$ cat config.mk
export PLATFORM = sky130hd
export DESIGN_NAME = cipher_ctrl_top
export DESIGN_NICKNAME = d
export VERILOG_FILES = /design/src/rtl/cipher_ctrl_pkg.sv /design/src/rtl/word_fifo.sv /design/src/rtl/stub_engine.sv /design/src/rtl/cipher_ctrl_top.sv
export SDC_FILE = /design/constraint.sdc
export NUM_CORES = 2
export LEC_CHECK = 0
export BUFFER_PORTS_ARGS = -buffer_cell sky130_fd_sc_hd__buf_2
export CAP_MARGIN = 0
export CORE_ASPECT_RATIO = 2
export CORE_MARGIN = 3
export CORE_UTILIZATION = 55
export CTS_CLUSTER_DIAMETER = 30
export DETAILED_ROUTE_END_ITERATION = 10
export GPL_ROUTABILITY_DRIVEN = 0
export PLACE_DENSITY = 0.79
export REMOVE_ABC_BUFFERS = 1
export SYNTH_ARGS = -nofsm -noshare
export SYNTH_HDL_FRONTEND = slang
export SYNTH_SLANG_ARGS = --single-unit
$ cat constraint.sdc
create_clock -name clk -period 17.7 [get_ports clk]
set_clock_uncertainty 0.05 [all_clocks]
set_input_delay 2.655 -clock clk [delete_from_list [all_inputs] [get_ports clk]]
set_output_delay 2.655 -clock clk [all_outputs]
set_load 0.03 [all_outputs]
$ cat src/rtl/cipher_ctrl_pkg.sv
package cipher_ctrl_pkg;

    localparam int BLK_WORDS = 4;
    localparam int KEY_WORDS = 8;

    localparam logic [4:0] A_CTRL  = 5'd0;
    localparam logic [4:0] A_STAT  = 5'd1;
    localparam logic [4:0] A_DMAEN = 5'd2;
    localparam logic [4:0] A_DIN   = 5'd3;
    localparam logic [4:0] A_DOUT  = 5'd4;
    localparam logic [4:0] A_KEY0  = 5'd8;
    localparam logic [4:0] A_IV0   = 5'd16;

    localparam logic [3:0] ALGO_KEYPREP = 4'd7;

    typedef enum logic [1:0] {
        LANE_NONE = 2'd0,
        LANE_HALF = 2'd1,
        LANE_BYTE = 2'd2,
        LANE_BIT  = 2'd3
    } lane_e;

    typedef struct packed {
        lane_e      lane;
        logic [1:0] keysz;
        logic [3:0] algo;
        logic       dir;
        logic       en;
    } ctrl_t;

    function automatic logic [31:0] lane_permute(input logic [31:0] w, input lane_e m);
        logic [31:0] r;
        case (m)
            LANE_HALF: r = {w[15:0], w[31:16]};
            LANE_BYTE: r = {w[7:0], w[15:8], w[23:16], w[31:24]};
            LANE_BIT: begin
                for (int b = 0; b < 32; b++) r[b] = w[31-b];
            end
            default:   r = w;
        endcase
        return r;
    endfunction

endpackage

$ cat src/rtl/word_fifo.sv
module word_fifo #(
    parameter int W     = 32,
    parameter int DEPTH = 8,
    parameter int BLK   = 4,
    parameter int PEEK  = 1,
    localparam int AW   = $clog2(DEPTH),
    localparam int CW   = AW + 1
) (
    input  logic                    clk,
    input  logic                    rst,
    input  logic                    flush,
    input  logic                    push1,
    input  logic [W-1:0]            din1,
    input  logic                    push_blk,
    input  logic [BLK-1:0][W-1:0]   din_blk,
    input  logic                    pop1,
    input  logic                    pop_blk,
    output logic [PEEK-1:0][W-1:0]  head,
    output logic [CW-1:0]           count
);
    localparam logic [CW-1:0] BLK_C   = CW'(BLK);
    localparam logic [CW-1:0] DEPTH_C = CW'(DEPTH);

    logic [W-1:0]  mem [DEPTH];
    logic [AW-1:0] wp, rp;
    logic [CW-1:0] push_n, pop_n;

    always_comb begin
        push_n = push_blk ? BLK_C : (push1 ? CW'(1) : '0);
        pop_n  = pop_blk  ? BLK_C : (pop1  ? CW'(1) : '0);
    end

    always_ff @(posedge clk) begin
        if (rst || flush) begin
            wp    <= '0;
            rp    <= '0;
            count <= '0;
        end else begin
            wp    <= wp + AW'(push_n);
            rp    <= rp + AW'(pop_n);
            count <= count + push_n - pop_n;
        end
    end

    always_ff @(posedge clk) begin
        if (!flush) begin
            if (push_blk) begin
                for (int i = 0; i < BLK; i++) mem[wp + AW'(i)] <= din_blk[i];
            end else if (push1) begin
                mem[wp] <= din1;
            end
        end
    end

    for (genvar g = 0; g < PEEK; g++) begin : g_peek
        assign head[g] = mem[rp + AW'(g)];
    end

    AST_NO_OVERFLOW: assert property (@(posedge clk) disable iff (rst)
        (push1 || push_blk) && !flush |-> (count - pop_n) + push_n <= DEPTH_C);
    AST_NO_UNDERFLOW: assert property (@(posedge clk) disable iff (rst)
        (pop1 || pop_blk) && !flush |-> pop_n <= count);

endmodule

$ cat src/rtl/stub_engine.sv
module stub_engine
    import cipher_ctrl_pkg::*;
#(
    parameter int W   = 32,
    parameter int BLK = 4,
    parameter int LAT = 4,
    localparam int LW = $clog2(LAT + 1)
) (
    input  logic                   clk,
    input  logic                   rst,
    input  logic                   start,
    input  logic [BLK-1:0][W-1:0]  blk_in,
    input  logic [BLK-1:0][W-1:0]  key,
    input  logic [BLK-1:0][W-1:0]  iv,
    input  logic                   dir,
    input  lane_e                  lane,
    output logic                   busy,
    output logic                   done,
    output logic [BLK-1:0][W-1:0]  result
);
    logic [LW-1:0]          cnt;
    logic [BLK-1:0][W-1:0]  calc;

    for (genvar g = 0; g < BLK; g++) begin : g_word
        assign calc[g] = lane_permute(blk_in[g], lane) ^ key[g] ^ (dir ? iv[g] : '0);
    end

    always_ff @(posedge clk) begin
        if (rst) begin
            cnt    <= '0;
            result <= '0;
        end else if (start) begin
            cnt    <= LW'(LAT);
            result <= calc;
        end else if (cnt != '0) begin
            cnt    <= cnt - LW'(1);
        end
    end

    assign busy = (cnt != '0);
    assign done = (cnt == LW'(1));

    AST_START_IDLE: assert property (@(posedge clk) disable iff (rst)
        start |-> !busy);
    AST_DONE_ENDS: assert property (@(posedge clk) disable iff (rst)
        done |=> !busy);

endmodule

$ cat src/rtl/cipher_ctrl_top.sv
module cipher_ctrl_top
    import cipher_ctrl_pkg::*;
#(
    parameter int W       = 32,
    parameter int DEPTH   = 8,
    parameter int LATENCY = 4
) (
    input  logic          clk,
    input  logic          rst,
    input  logic          bus_wr,
    input  logic          bus_rd,
    input  logic [4:0]    bus_addr,
    input  logic [W-1:0]  bus_wdata,
    output logic [W-1:0]  bus_rdata,
    output logic          dma_in_req,
    input  logic          dma_in_ack,
    input  logic [W-1:0]  dma_in_data,
    output logic          dma_out_req,
    input  logic          dma_out_ack,
    output logic [W-1:0]  dma_out_data
);
    localparam int CW = $clog2(DEPTH) + 1;
    localparam logic [CW-1:0] BLK_C   = CW'(BLK_WORDS);
    localparam logic [CW-1:0] DEPTH_C = CW'(DEPTH);
    localparam logic [CW-1:0] ROOM_C  = CW'(DEPTH - BLK_WORDS);

    ctrl_t                        ctrl_q;
    logic [1:0]                   dmaen_q;
    logic [W-1:0]                 key_q [KEY_WORDS];
    logic [BLK_WORDS-1:0][W-1:0]  iv_q;
    logic [BLK_WORDS-1:0][W-1:0]  key_lo;
    logic                         kd_run;

    logic [CW-1:0]                in_cnt, out_cnt;
    logic [BLK_WORDS-1:0][W-1:0]  in_head, eng_res;
    logic [0:0][W-1:0]            out_head;
    logic                         in_full, out_empty;
    logic                         wr_ctrl, flush_go;
    logic                         bus_push, dma_push, in_push1;
    logic                         bus_pop, dma_pop, out_pop1;
    logic                         blk_start, kd_start, eng_busy, eng_done, out_push;
    logic [W-1:0]                 in_word;

    assign in_full   = (in_cnt == DEPTH_C);
    assign out_empty = (out_cnt == '0);

    assign wr_ctrl  = bus_wr && bus_addr == A_CTRL;
    assign flush_go = wr_ctrl && bus_wdata[10] && !bus_wdata[0] && !ctrl_q.en;

    assign bus_push = bus_wr && bus_addr == A_DIN && !in_full;
    assign dma_push = dma_in_ack && !in_full && !(bus_wr && bus_addr == A_DIN);
    assign in_push1 = bus_push || dma_push;
    assign in_word  = bus_push ? bus_wdata : dma_in_data;

    assign bus_pop  = bus_rd && bus_addr == A_DOUT && !out_empty;
    assign dma_pop  = dma_out_ack && !out_empty && !(bus_rd && bus_addr == A_DOUT);
    assign out_pop1 = bus_pop || dma_pop;

    assign blk_start = ctrl_q.en && ctrl_q.algo != ALGO_KEYPREP && !eng_busy
                       && in_cnt >= BLK_C && out_cnt <= ROOM_C;
    assign kd_start  = ctrl_q.en && ctrl_q.algo == ALGO_KEYPREP && !eng_busy && !kd_run;
    assign out_push  = eng_done && !kd_run;

    for (genvar g = 0; g < BLK_WORDS; g++) begin : g_key
        assign key_lo[g] = key_q[g];
    end

    // control, key and vector registers
    always_ff @(posedge clk) begin
        if (rst) begin
            ctrl_q  <= '0;
            dmaen_q <= '0;
            kd_run  <= 1'b0;
            iv_q    <= '0;
            for (int i = 0; i < KEY_WORDS; i++) key_q[i] <= '0;
        end else begin
            if (bus_wr) begin
                if (bus_addr == A_CTRL)  ctrl_q  <= ctrl_t'(bus_wdata[9:0]);
                if (bus_addr == A_DMAEN) dmaen_q <= bus_wdata[1:0];
                for (int i = 0; i < KEY_WORDS; i++)
                    if (bus_addr == A_KEY0 + 5'(i)) key_q[i] <= bus_wdata;
                for (int i = 0; i < BLK_WORDS; i++)
                    if (bus_addr == A_IV0 + 5'(i)) iv_q[i] <= bus_wdata;
            end
            if (kd_start) kd_run <= 1'b1;
            if (eng_done && kd_run) begin
                kd_run    <= 1'b0;
                ctrl_q.en <= 1'b0;
            end
        end
    end

    word_fifo #(.W(W), .DEPTH(DEPTH), .BLK(BLK_WORDS), .PEEK(BLK_WORDS)) u_in_q (
        .clk(clk), .rst(rst), .flush(flush_go),
        .push1(in_push1), .din1(in_word),
        .push_blk(1'b0), .din_blk('0),
        .pop1(1'b0), .pop_blk(blk_start),
        .head(in_head), .count(in_cnt)
    );

    word_fifo #(.W(W), .DEPTH(DEPTH), .BLK(BLK_WORDS), .PEEK(1)) u_out_q (
        .clk(clk), .rst(rst), .flush(flush_go),
        .push1(1'b0), .din1('0),
        .push_blk(out_push), .din_blk(eng_res),
        .pop1(out_pop1), .pop_blk(1'b0),
        .head(out_head), .count(out_cnt)
    );

    stub_engine #(.W(W), .BLK(BLK_WORDS), .LAT(LATENCY)) u_eng (
        .clk(clk), .rst(rst),
        .start(blk_start || kd_start),
        .blk_in(in_head), .key(key_lo), .iv(iv_q),
        .dir(ctrl_q.dir), .lane(ctrl_q.lane),
        .busy(eng_busy), .done(eng_done), .result(eng_res)
    );

    assign dma_in_req   = ctrl_q.en && dmaen_q[0] && !in_full;
    assign dma_out_req  = dmaen_q[1] && !out_empty;
    assign dma_out_data = out_empty ? '0 : out_head[0];

    always_comb begin
        bus_rdata = '0;
        case (bus_addr)
            A_CTRL:  bus_rdata = W'(ctrl_q);
            A_STAT:  bus_rdata = W'({eng_busy, !out_empty, !in_full});
            A_DMAEN: bus_rdata = W'(dmaen_q);
            A_DOUT:  bus_rdata = out_empty ? '0 : out_head[0];
            default: begin
                for (int i = 0; i < KEY_WORDS; i++)
                    if (bus_addr == A_KEY0 + 5'(i)) bus_rdata = key_q[i];
                for (int i = 0; i < BLK_WORDS; i++)
                    if (bus_addr == A_IV0 + 5'(i)) bus_rdata = iv_q[i];
            end
        endcase
    end

    AST_KD_CLEARS_EN: assert property (@(posedge clk) disable iff (rst)
        eng_done && kd_run |=> !ctrl_q.en && !eng_busy);
    AST_KD_NO_PUSH: assert property (@(posedge clk) disable iff (rst)
        kd_run |=> out_cnt <= $past(out_cnt));
    AST_FLUSH_WHEN_OFF: assert property (@(posedge clk) disable iff (rst)
        ctrl_q.en |=> out_cnt + CW'(1) >= $past(out_cnt));
    AST_RESULT_FITS: assert property (@(posedge clk) disable iff (rst)
        out_push |-> out_cnt <= ROOM_C);
    AST_DMA_IN_ROOM: assert property (@(posedge clk) disable iff (rst)
        dma_in_req |-> in_cnt < DEPTH_C);
    AST_EMPTY_READ_ZERO: assert property (@(posedge clk) disable iff (rst)
        bus_rd && bus_addr == A_DOUT && out_cnt == '0 |-> bus_rdata == '0);

endmodule

==> key figures <==
Yosys
  – Most numerous cell in the Yosys netlist: sky130_fd_sc_hd__nand2_1
  – Synth top area share: 45.72%
  – Dominant cell type by area after synthesis: sky130_fd_sc_hd__edfxtp_1
  – Gate count of the mapped netlist: 4567
  – Seq/Total Area, Yosys: 57.15%
  – Ranking of synthesized cells by area: sky130_fd_sc_hd__edfxtp_1 46%, sky130_fd_sc_hd__dfxtp_1 11%, sky130_fd_sc_hd__nand2_1 6.8%
  – Mean instance size in the synthesized netlist: 11.04 µm²
  – Cell area after synthesis: 50440 µm²
  – Number of enable flip-flop cells after synthesis: 768
  – Synth warnings: 0
  – Leading post-synthesis cells by instance count: 917 x sky130_fd_sc_hd__nand2_1, 768 x sky130_fd_sc_hd__edfxtp_1, 384 x sky130_fd_sc_hd__nor2_1
  – Top_reg_cell synth: sky130_fd_sc_hd__edfxtp_1
  – Seq cells post-synth: 1056
  – Synth cell types: 87
  – Fraction of synthesis flops using an asynchronous set or reset pin: 0%

Final layout
  – Share of final-layout standard cells stronger than drive strength 1: 14.40%
  – Post-route non-filler standard cell count: 5843
  – Layout overhead on the synthesized area: 10.89%
  – Net count reported at finish: 4644
  – Fillers: 6980

Critical path
  – Reg2Reg Capture Point: u_out_q.mem[2][2]
  – Crit Path Category: in -> out
  – List of cells traversed by the critical path: buf_4 -> buf_4 -> nor4b_4 -> buf_4 -> o21a_1 -> a221oi_1 -> o211a_1 -> o41ai_2 -> buf_2
  – Most common cell type on the critical path: sky130_fd_sc_hd__buf_4
  – Arrival time at the worst endpoint: 6.33 ns
  – Kind of start point of the critical path: primary input
  – Delay of the slowest cell on the worst path: 1.09 ns
  – Highest fanout seen on the critical path: 56
  – Cells on worst reg2reg path: 7
  – Startpoint of the worst register-to-register path: u_eng.cnt[1]
  – Highest-delay cell along the critical path: sky130_fd_sc_hd__a221oi_1
  – Register-to-register setup slack: 14.22 ns
  – Crit path buf inv count: 4
  – Family of cells with the greatest summed delay on the critical path: compound AO/OA/AOI/OAI gates
  – Type of destination of the critical path: output pin
  – Required time worst endpoint: 15.00 ns

Clock network
  – Clock insertion delay at the later pin of the skew report: 0.72 ns
  – H-Tree Level Count: 3
  – CTS root buffer: sky130_fd_sc_hd__clkbuf_16
  – Clock tree from TritonCTS: yes
  – Clk pin slew, worst setup/hold paths: 0.07 ns
  – Sinks on the clock net: 1056
  – Post_cts resized: 0
  – Post-CTS setup buffer count: 0
  – Hold buffers post-CTS: 0
  – Number of buffers on the longest clock path: 3
  – Number of buffers created by CTS: 115

Drt
  – Vias: 40000
  – Total DRC errors in the routed layout: 0
  – DRT iter0 DRCs: 6698
  – Total routed wirelength: 176700 µm
  – Mean number of vias per cell: 6.846
  – Wirelength per Cell: 30.24 µm
  – DRT antenna net count: 0
  – Detailed-routing iteration count for the pre-antenna-repair pass: 10

STA
  – Number of hold violations in the final report: 0
  – Final sum of negative setup slack: 0 ns
  – Fmax: 110.7 MHz
  – Actual transition at the worst max-transition pin: 1.431 ns
  – Clock period minus final worst setup slack: 9.032 ns
  – Tightest hold margin: 0.4244 ns
  – Final Max Tran Viols: 0
  – Setup repair after global routing missed its margin: no
  – Setup Viol. Count Final: 0
  – Final period utilization: 51.03%
  – Slew headroom: 4.617%

Place
  – Placed cell count: 5620
  – Placed wire-length estimate after detailed placement: 116900 µm
  – IO buf count: 140

Power
  – Power Density: 119.9 nW/µm²
  – Leakage power figure: 19.31 nW
  – Highest ir drop seen on vdd: 0.00008906 V
  – Post-layout total power: 6.708 mW

Run status
  – Status: finished clean

Flow run
  – Max capacitance violation total: 0

GRT
  – Global-route wire length before repair: 251700 µm
  – GR Util All Layers: 36.52%
  – Vias in the first global route: 38410
  – Remaining global-route overflow: 0
  – Initial antenna violation count: 7
  – Maximum number of pins on one net before global-route repair: 145

Die
  – Io pins: 141
  – Die X: 220.1 µm
  – Initial standard-cell utilization of the core: 55.57%
  – Vertical extent of the die: 434.3 µm
  – Placeable core region: 90760 µm²
  – Number of rows in the core area: 156
  – Full die area: 95600 µm²

Min path
  – Number of cells traversed by the worst hold path: 2
  – Min-Delay Endpoint: iv_q[20]
  – Hold Path Class: reg -> reg
  – Startpoint of the worst hold path: iv_q[20]
[state kept, by name, summed over array words and instances (netlist names)]
signal and flops:
key_q 256, u_in_q.mem 256, u_out_q.mem 256, iv_q 128, u_eng.result 128, ctrl_q 10, u_in_q.count 4, u_out_q.count 4
u_eng.cnt 3, u_in_q.wp 3, u_out_q.rp 3, dmaen_q 2, kd_run 1, u_in_q.rp 1, u_out_q.wp 1
[power breakdown]
group	internal, mW	switching, mW
clock network	1.39	1.11
registers	2.87	0.106
logic	0.350	0.879
total	4.61	2.10
[worst max path at each step]
stage / startpoint / to / cells past startpoint
final: bus_addr[1] / bus_rdata[22] / 9
after global routing: bus_addr[1] / bus_rdata[13] / 9
after CTS: bus_addr[1] / bus_rdata[13] / 9
after detailed placement: bus_addr[1] / bus_rdata[13] / 9
after global placement: bus_addr[1] / bus_rdata[13] / 9
after floorplan: rst / u_eng.cnt[1] / 2
[cell usage in the layout (no fill, tap or decap), drive strengths merged, types with 8 or more instances in the layout]
master     n
a21oi    208
nand3     18
nor3      28
nand2b    62
nor2     384
buf      214
a221oi    43
clkinv    31
nor2b     15
o22ai     86
a22oi     56
mux2i    132
a211oi    23
dfxtp    288
clkbuf   134
ha        16
and3      11
nand2    918
o221ai    57
edfxtp   768
a2bb2oi   27
a22o      22
xor2      97
o21ai     93
inv      117
a31oi     41
a221o     34
and2      17
o211ai    55
and3b      8
mux2     121
a21o      13
o21bai    10
o21a      23
or2       18
mux4      54
o2bb2ai  145
xnor2    169
[per-stage QoR]
| stage | cell area [µm²] | setup WS, ns | util (%) |
|---|---|---|---|
| 6_report | 55930 | 8.668 | 61.63 |
| 3_5_place_dp | 51890 | 8.979 | 57.17 |
| 5_1_grt | 55920 | 8.761 | 61.61 |
| 2_1_floorplan | 48920 | 10.06 | - |
| 4_1_cts | 55920 | 8.978 | 61.61 |
| 3_3_place_gp | 51890 | 9.040 | 57.17 |
[worst min-delay path, stage by stage (launching register included)]
cell and delay [ns]:
sky130_fd_sc_hd__dfxtp_1 0.32, sky130_fd_sc_hd__nand2_1 0.05, sky130_fd_sc_hd__a21oi_1 0.05
[cells by family (layout without fill, tap and decap cells)]
kind of cell	Yosys count	count (layout)	share of synthesized area [%]
muxes	307	307	7.732
DFF	1056	1056	57.15
and+or+nand+nor	1510	1510	12.43
other	0	6	0
AOI/OAI and AO/OA	988	988	14.03
xor gates and xnor gates	266	266	4.619
buffers and inverters	422	507	3.579
adders and majority gates	18	18	0.4564
[area by class of cell]
type                            count  area, µm²  area share (%)
Inverter                           76      300.3          0.5369
Multi-Input combinational cell   3089      19980           35.72
Clock inverter                     83      860.8           1.539
Timing Repair Buffer              214       1280           2.288
Antenna cell                        6      15.01         0.02684
Clock buffer                      134       3169           5.666
Tap cell                         1185       1483           2.651
Sequential cell                  1056      28850           51.57
[metal layers]
metal  routed length (µm)  global-route usage (%)  up-vias  part of all wire, %
met2                80950                   58.32     3531                   46
met3                24090                   10.66     1090                   14
met5                   21                       0        -                0.012
met4                17970                   27.36        4                   10
met1                53670                   41.26    18750                   30
li1                     -                       -    16630                    -
(Power assumes the default switching activity.)
